File: src/rtl/pk_sub_pkg.sv
package pk_sub_pkg;
  localparam int INST_W = 32;
  localparam int IDX_W = 4;
  localparam logic [7:0] MAJOR_OP = 8'h0B;
  localparam logic [7:0] SUB_SIGNED = 8'h6A;
  localparam logic [7:0] SUB_UNSIGNED = 8'h6B;

  typedef struct packed {
    logic fire;
    logic useUnsigned;
  } subCtrl_t;
endpackage

File: src/rtl/pk_sub_ctrl.sv
module pk_sub_ctrl
  import pk_sub_pkg::*;
(
  input  logic              clk,
  input  logic              rst,
  input  logic              instValid,
  input  logic [INST_W-1:0] instWord,
  output logic [IDX_W-1:0]  srcAIdx,
  output logic [IDX_W-1:0]  srcBIdx,
  output logic [IDX_W-1:0]  dstIdx,
  output subCtrl_t          ctrl
);
  logic [7:0] majorField;
  logic [7:0] minorField;
  logic       isSigned;
  logic       isUnsigned;
  logic       unusedSpare;

  assign majorField = instWord[7:0];
  assign minorField = instWord[27:20];
  assign srcAIdx = instWord[11:8];
  assign srcBIdx = instWord[15:12];
  assign unusedSpare = ^instWord[19:16];

  assign isSigned = (minorField == SUB_SIGNED);
  assign isUnsigned = (minorField == SUB_UNSIGNED);

  always_comb begin
    ctrl.fire = instValid && (majorField == MAJOR_OP) && (isSigned || isUnsigned);
    ctrl.useUnsigned = isUnsigned;
  end

  always_ff @(posedge clk) begin
    if (rst) begin
      dstIdx <= '0;
    end else if (ctrl.fire) begin
      dstIdx <= instWord[31:28];
    end
  end
endmodule

File: src/rtl/pk_sub_dp.sv
module pk_sub_dp
  import pk_sub_pkg::*;
#(
  parameter int LANE_W = 16,
  parameter int NUM_LANES = 2
) (
  input  logic                        clk,
  input  logic                        rst,
  input  subCtrl_t                    ctrl,
  input  logic [LANE_W*NUM_LANES-1:0] opA,
  input  logic [LANE_W*NUM_LANES-1:0] opB,
  output logic [LANE_W*NUM_LANES-1:0] resData,
  output logic                        resWe,
  output logic                        anyOv,
  output logic                        anyAov
);
  localparam int DATA_W = LANE_W * NUM_LANES;
  localparam logic [LANE_W-1:0] SMAX = {1'b0, {(LANE_W-1){1'b1}}};
  localparam logic [LANE_W-1:0] SMIN = {1'b1, {(LANE_W-1){1'b0}}};

  logic [DATA_W-1:0]    clamped;
  logic [NUM_LANES-1:0] laneOv;
  logic [NUM_LANES-1:0] laneAov;

  for (genvar l = 0; l < NUM_LANES; l++) begin : g_lane
    logic [LANE_W-1:0] aPart;
    logic [LANE_W-1:0] bPart;
    logic [LANE_W:0]   extA;
    logic [LANE_W:0]   extB;
    logic [LANE_W:0]   diff;
    logic [LANE_W-1:0] raw;
    logic              ovHere;

    assign aPart = opA[l*LANE_W +: LANE_W];
    assign bPart = opB[l*LANE_W +: LANE_W];
    assign extA = {ctrl.useUnsigned ? 1'b0 : aPart[LANE_W-1], aPart};
    assign extB = {ctrl.useUnsigned ? 1'b0 : bPart[LANE_W-1], bPart};
    assign diff = extA - extB;
    assign raw = diff[LANE_W-1:0];

    always_comb begin
      if (ctrl.useUnsigned) begin
        ovHere = diff[LANE_W];
        clamped[l*LANE_W +: LANE_W] = ovHere ? '0 : raw;
      end else begin
        ovHere = diff[LANE_W] ^ diff[LANE_W-1];
        if (!ovHere) begin
          clamped[l*LANE_W +: LANE_W] = raw;
        end else if (diff[LANE_W]) begin
          clamped[l*LANE_W +: LANE_W] = SMIN;
        end else begin
          clamped[l*LANE_W +: LANE_W] = SMAX;
        end
      end
    end

    assign laneOv[l] = ovHere;
    assign laneAov[l] = raw[LANE_W-1] ^ raw[LANE_W-2];
  end

  assign anyOv = |laneOv;
  assign anyAov = |laneAov;

  always_ff @(posedge clk) begin
    if (rst) begin
      resWe <= 1'b0;
      resData <= '0;
    end else begin
      resWe <= ctrl.fire;
      if (ctrl.fire) begin
        resData <= clamped;
      end
    end
  end
endmodule

File: src/rtl/pk_sub_flags.sv
module pk_sub_flags (
  input  logic clk,
  input  logic rst,
  input  logic update,
  input  logic ovIn,
  input  logic aovIn,
  output logic flagV,
  output logic flagSV,
  output logic flagAV,
  output logic flagSAV
);
  always_ff @(posedge clk) begin
    if (rst) begin
      flagV <= 1'b0;
      flagSV <= 1'b0;
      flagAV <= 1'b0;
      flagSAV <= 1'b0;
    end else if (update) begin
      flagV <= ovIn;
      flagSV <= flagSV | ovIn;
      flagAV <= aovIn;
      flagSAV <= flagSAV | aovIn;
    end
  end
endmodule

File: src/rtl/pk_sub_sat.sv
module pk_sub_sat
  import pk_sub_pkg::*;
#(
  parameter int LANE_W = 16,
  parameter int NUM_LANES = 2
) (
  input  logic                        clk,
  input  logic                        rst,
  input  logic                        instValid,
  input  logic [31:0]                 instWord,
  input  logic [LANE_W*NUM_LANES-1:0] opA,
  input  logic [LANE_W*NUM_LANES-1:0] opB,
  output logic [3:0]                  srcAIdx,
  output logic [3:0]                  srcBIdx,
  output logic                        resWe,
  output logic [3:0]                  dstIdx,
  output logic [LANE_W*NUM_LANES-1:0] resData,
  output logic                        flagV,
  output logic                        flagSV,
  output logic                        flagAV,
  output logic                        flagSAV
);
  subCtrl_t ctrl;
  logic     anyOv;
  logic     anyAov;

  pk_sub_ctrl u_ctrl (
    .clk(clk), .rst(rst), .instValid(instValid), .instWord(instWord),
    .srcAIdx(srcAIdx), .srcBIdx(srcBIdx), .dstIdx(dstIdx), .ctrl(ctrl)
  );

  pk_sub_dp #(.LANE_W(LANE_W), .NUM_LANES(NUM_LANES)) u_dp (
    .clk(clk), .rst(rst), .ctrl(ctrl), .opA(opA), .opB(opB),
    .resData(resData), .resWe(resWe), .anyOv(anyOv), .anyAov(anyAov)
  );

  pk_sub_flags u_flags (
    .clk(clk), .rst(rst), .update(ctrl.fire), .ovIn(anyOv), .aovIn(anyAov),
    .flagV(flagV), .flagSV(flagSV), .flagAV(flagAV), .flagSAV(flagSAV)
  );
endmodule

File: config.mk
export PLATFORM = sky130hd
export DESIGN_NAME = pk_sub_sat
export DESIGN_NICKNAME = d
export VERILOG_FILES = /design/src/rtl/pk_sub_pkg.sv /design/src/rtl/pk_sub_ctrl.sv /design/src/rtl/pk_sub_dp.sv /design/src/rtl/pk_sub_flags.sv /design/src/rtl/pk_sub_sat.sv
export SDC_FILE = /design/constraint.sdc
export NUM_CORES = 1
export LEC_CHECK = 0
export BUFFER_PORTS_ARGS = -buffer_cell sky130_fd_sc_hd__buf_2
export CAP_MARGIN = 40
export CORE_ASPECT_RATIO = 0.5
export CORE_MARGIN = 2
export CORE_UTILIZATION = 49
export DETAILED_ROUTE_END_ITERATION = 12
export PLACE_DENSITY = 0.82
export SLEW_MARGIN = 20
export SYNTH_ARGS = -nofsm -noshare
export SYNTH_HDL_FRONTEND = slang
export SYNTH_SLANG_ARGS = --single-unit
File: constraint.sdc
create_clock -name clk -period 6.37 [get_ports clk]
set_input_delay 1.5925 -clock clk [delete_from_list [all_inputs] [get_ports clk]]
set_output_delay 1.5925 -clock clk [all_outputs]
set_load 0.02 [all_outputs]
Word level (Yosys, flattened, before mapping)
Index checks and enable logic that the tools add are counted.
Word-level totals
  logic and storage cells: 37
  register bits after elaboration: 41
  output and inout port bits: 49
Cells by class
  bitwise operators: 6
  $add $sub $neg: 2
  multiplexer cells: 14
  reductions and logical operators: 5
  equal/unequal tests: 3
Operators with widths (count)
  $mux 16: 8
  $sub 17x17->17: 2
  $eq 8x7->1 const B: 2
  $eq 8x4->1 const B: 1
  $mux 1: 6
  $reduce_or 2->1: 2
  $xor 1x1->1: 4
  $logic_and 1x1->1: 2
  $or 1x1->1: 2
  $logic_or 1x1->1: 1

Logic depth before layout (Yosys ltp)
  depth in word-level cells: 7
  mapped depth: 18
  gate-level depth less buffers: 17

Modules after synthesis
From an unflattened synthesis, not the netlist that was laid out.
Unflattened totals
  cells, all modules: 424
  area total of the unflattened synthesis: 3359.5 um^2
By module, submodules not included
  pk_sub_dp: area an instance 2912.8 um^2, instances 1, cells an instance 378
  pk_sub_ctrl: area an instance 321.6 um^2, instances 1, cells an instance 34
  pk_sub_flags: area an instance 125.1 um^2, instances 1, cells an instance 12

Least setup slack after synthesis
No wires, ideal clock.
  path type: in2reg
  from: input port opA[16]
  to: register u_dp.resData[16]
  arrival: 4.964 ns
  cell stages on the path: 18
  path slack: 1.338 ns
  path buffers: 1
  cell sequence: inv_1 > ha_1 > inv_1 > fa_1 > a21oi_1 > o21ai_2 > a2111oi_4 > o31ai_4 > a21boi_1 > xor2_1 > ha_1 > inv_1 > and2_1 > clkbuf_1 > and4_4 > a2111oi_4 > nand2_4 > o21ai_2
Between the ends
  word-level cells in the longest chain between the ends: 4
Ends and longest elaborated chain
  start, declared: RTL line pk_sub_sat.sv:11  | input logic [LANE_W*NUM_LANES-1:0] opA,
  $sub 17x17->17 *: RTL line pk_sub_dp.sv:38  | assign diff = extA - extB;
  $mux 16 / $xor 1x1->1 (equally long branches): RTL line pk_sub_dp.sv:49, pk_sub_dp.sv:46
  $mux 16: RTL line pk_sub_dp.sv:47  | if (!ovHere) begin
  $mux 16 *: RTL line pk_sub_dp.sv:42  | if (ctrl.useUnsigned) begin
  end signal, assigned: RTL line pk_sub_dp.sv:71  | resData <= clamped;
  end, declared: RTL line pk_sub_dp.sv:12  | output logic [LANE_W*NUM_LANES-1:0] resData,
Mark *: on every way between the ends. The rest lies on a longest branch, timed or not.
A chain may end at the register's enable or synchronous reset.

Worst setup path in the final report
  from: input port opA[16]
  to: register u_dp.resData[26]
The elaborated chain is that of the path after synthesis.

==> summary.md <==
| Metric | Value |
|---|---|
| Worst Path Required | 6.58 ns |
| Vias in the first global route | 2996 |
| Critical-path cell list | buf_2 > inv_1 > ha_1 > inv_1 > fa_1 > a21oi_1 > o21ai_2 > a2111oi_4 > o31ai_4 > a21boi_1 > xor2_1 > ha_1 > inv_1 > and2_1 > and4_4 > a2111oi_4 > nand2_4 > o21ai_2 |
| Routability cong. | 0.8818 |
| Initial core utilization | 50.87% |
| Post-Syn Area | 3408 um^2 |
| Post-synthesis mux area share | 0.2937% |
| ANT nets after route | 0 |
| Post-CTS Setup Bufs | 0 |
| Post-Syn Instances | 439 |
| Layout cell share with drive strength beyond 1 | 29.32% |
| First-pass GRT wire length | 13.05 mm |
| Final HPWL DP | 6.305 mm |
| CP arrival | 5.64 ns |
| TritonCTS Buffers | 5 |
| Clock root buffer | clkbuf_16 |
| Top-area cell type share of the netlist area | 24.08% |
| CTS tree | yes |
| Initial DRC count | 146 |
| Reg-to-reg startpoint | u_flags.flagV |
| Critical Path Start Type | input port |
| Register area | 820.8 um^2 |
| CTS Hold Bufs | 0 |
| Synth Area in Adders | 13.66% |
| Worst clock skew | 0 ns |
| Core area | 6700 um^2 |
| Status | finished, final reports clean |
| DIE HEIGHT | 62.98 um |
| Simple-gate share of the synthesized area | 19.02% |
| Max-slew violations | 0 |
| Critical path's most frequent cell | inv_1 |
| Die ar. | 7679 um^2 |
| Largest net degree at the start of global routing | 17 |
| Sequential area share after synthesis | 24.08% |
| Die Wd | 121.9 um |
| Compound-Gate Fraction of Synth Area | 26.47% |
| Antenna violations before repair | 0 |
| FMAX | 184.2 MHz |
| Crit path kind | input port to flip-flop |
| Non-Filler Instances | 648 |
| DP Worst Slack | 0.6679 ns |
| DR DRC count | 0 |
| Fin Setup TNS | 0 ns |
| H-Tree Depth | 2 |
| Grt total ovfl | 0 |
| Synth Register Bits | 41 |
| Filler cells | 627 |
| Syn_area_per_cell | 7.764 um^2 |
| Tcrit/Tclk final | 85.22% |
| Top delay family on crit path | compound AO/OA/AOI/OAI gates |
| Vias per cell | 5.159 |
| I/O pins | 148 |
| Footprint of the multi-input gates | 2312 um^2 |
| Post-DP Area | 4075 um^2 |
| Layout area overhead | 24.49% |
| Num rows | 21 |
| Pwr/cell area | 199.5 nW/um^2 |
| Worst Setup SP | opA[16] |
| RSZ-0062 raised after global routing | false |
| Cts repair resizes | 0 |
| # nets final | 690 |
| Synth Area in XOR/XNOR | 8.333% |
| Clock tree sinks | 41 |
| Slew of the pin with the lowest slew margin | 0.5401 ns |
| Yosys warnings | 0 |
| CP max stage delay | 0.50 ns |
| Largest family of logic cells by synthesized area | compound AO/OA/AOI/OAI gates |
| Final hold vios | 0 |
| Cells after DPL | 640 |
| Drt pass-1 iters | 4 |
| Crit. End Element | flip-flop |
| Hold path start | u_dp.resData[8] |
| Post-synth cell types | 60 |
| Via count | 3343 |
| Crit path buf inv count | 4 |
| Setup violators final | 0 |
| Critical path peak fanout | 16 |
| Final WL | 7.701 mm |
| # diodes | 0 |
| Worst min path class | flip-flop to flip-flop |
| Worst vdd ir | 0.0001208 V |
| Max cap viols | 0 |
| Maximum clock path buffer count | 2 |
| Post-layout min period | 5.429 ns |
| Worst path slowest cell | a2111oi_4 |
| Setup slack after layout | 0.9413 ns |
| Post-synth EDFFs | 0 |
| Clock transition at path regs | 0.06 ns |
| Port Buffer Count | 127 |
| Hold Slack | 0.4435 ns |
| WL/cell | 11.88 um |
| Top post-synthesis cells by area | dfxtp_1 24%, ha_1 12%, nand2_1 5.8% |
| Synth area leader | dfxtp_1 |
| Worst skew pair latency | 0.28 ns |
| Async S/R FF share, synth | 0% |
| Total track usage | 20.43% |
| Pleak | 0.002170 uW |
| Max-slew headroom | 63.96% |
| Final instance area | 4243 um^2 |
| Syn nets | 574 |
| Prevailing post-synth register cell | dfxtp_1 |
[worst min-delay path, stage by stage (launching register included)]
cell and delay [ns]:
dfxtp_1 0.31, nand2_1 0.05, o21ai_1 0.05
[state kept, by name, summed over array words and instances, names as in the netlist]
signal           cells
u_dp.resWe           1
u_flags.flagSAV      1
u_dp.resData        32
u_flags.flagV        1
u_ctrl.dstIdx        4
u_flags.flagAV       1
u_flags.flagSV       1
[layout make-up]
class                   count  share of cell area (%)
clock buffers               6                   3.037
clock inverters             2                  0.9142
inverters                  43                   3.804
multi-input cells         334                   54.50
flip-flops and latches     41                   19.35
well taps                  92                   2.713
repair buffers            130                   15.69
[path summary, 6_finish.rpt]
kind,slack [ns],depth (start not counted),end
max,0.94,18,u_dp.resData[26]
min,0.44,2,u_dp.resData[8]
max reg2reg,5.70,2,u_flags.flagV
min reg2reg,0.44,2,u_dp.resData[8]
[through the flow]
step           power, uW  util, %
4_1_cts            850.4    63.32
3_5_place_dp       563.5    60.82
2_1_floorplan      496.7        -
6_report           846.6    63.32
3_3_place_gp       557.7    60.60
5_1_grt            901.8    63.32
[cells in the final DEF (no fill, tap or decap), types with 4 or more instances in the layout]
cell	count
dfxtp_1	41
or3_1	4
o21ai_0	24
xnor2_1	14
nand3_1	9
nand2b_1	4
inv_1	43
a21oi_1	34
o21ai_1	11
ha_1	34
nor2_1	40
nand4_1	5
nor2b_1	7
nand2_1	53
a21o_1	13
o21ai_2	11
buf_2	127
clkbuf_16	5
nor3_1	4
xor2_1	14
[report_power, final]
part	switching [uW]	internal (uW)
Combinational	176	128
Sequential	0.00287	256
Clock	101	186
Total	277	570
[cell usage after synthesis, drive strengths merged (2+ instances only)]
cell      n
nand2    55
o21ai    46
inv      43
dfxtp    41
nor2     41
a21oi    35
ha       34
xor2     15
xnor2    14
a21o     13
clkbuf   12
buf       9
nand3     9
nor2b     7
a2111oi   5
nand4     5
a31oi     4
nand2b    4
nor3      4
or3       4
o21bai    3
o22ai     3
o31ai     3
a211o     2
a211oi    2
a21boi    2
and4      2
fa        2
nand3b    2
[metal layers]
metal | vias up | share of wire, % | global-route usage (%) | routed length [um]
met2 | 76 | 48 | 36.24 | 3707
li1 | 1743 | - | - | -
met5 | - | 0 | 0 | 0
met1 | 1518 | 46 | 25.97 | 3575
met3 | 6 | 4.5 | 3.467 | 343
met4 | 0 | 0.99 | 4.454 | 76
[logic make-up (layout without fill, tap and decap cells)]
kind of cell / count (synthesis) / after routing
buffers and inverters: 64 / 181
DFF: 41 / 41
xor gates and xnor gates: 30 / 30
and+or+nand+nor: 140 / 140
AOI/OAI and AO/OA: 127 / 127
muxes: 1 / 1
adders and majority gates: 36 / 36
Power figures use the tool's default switching activity.
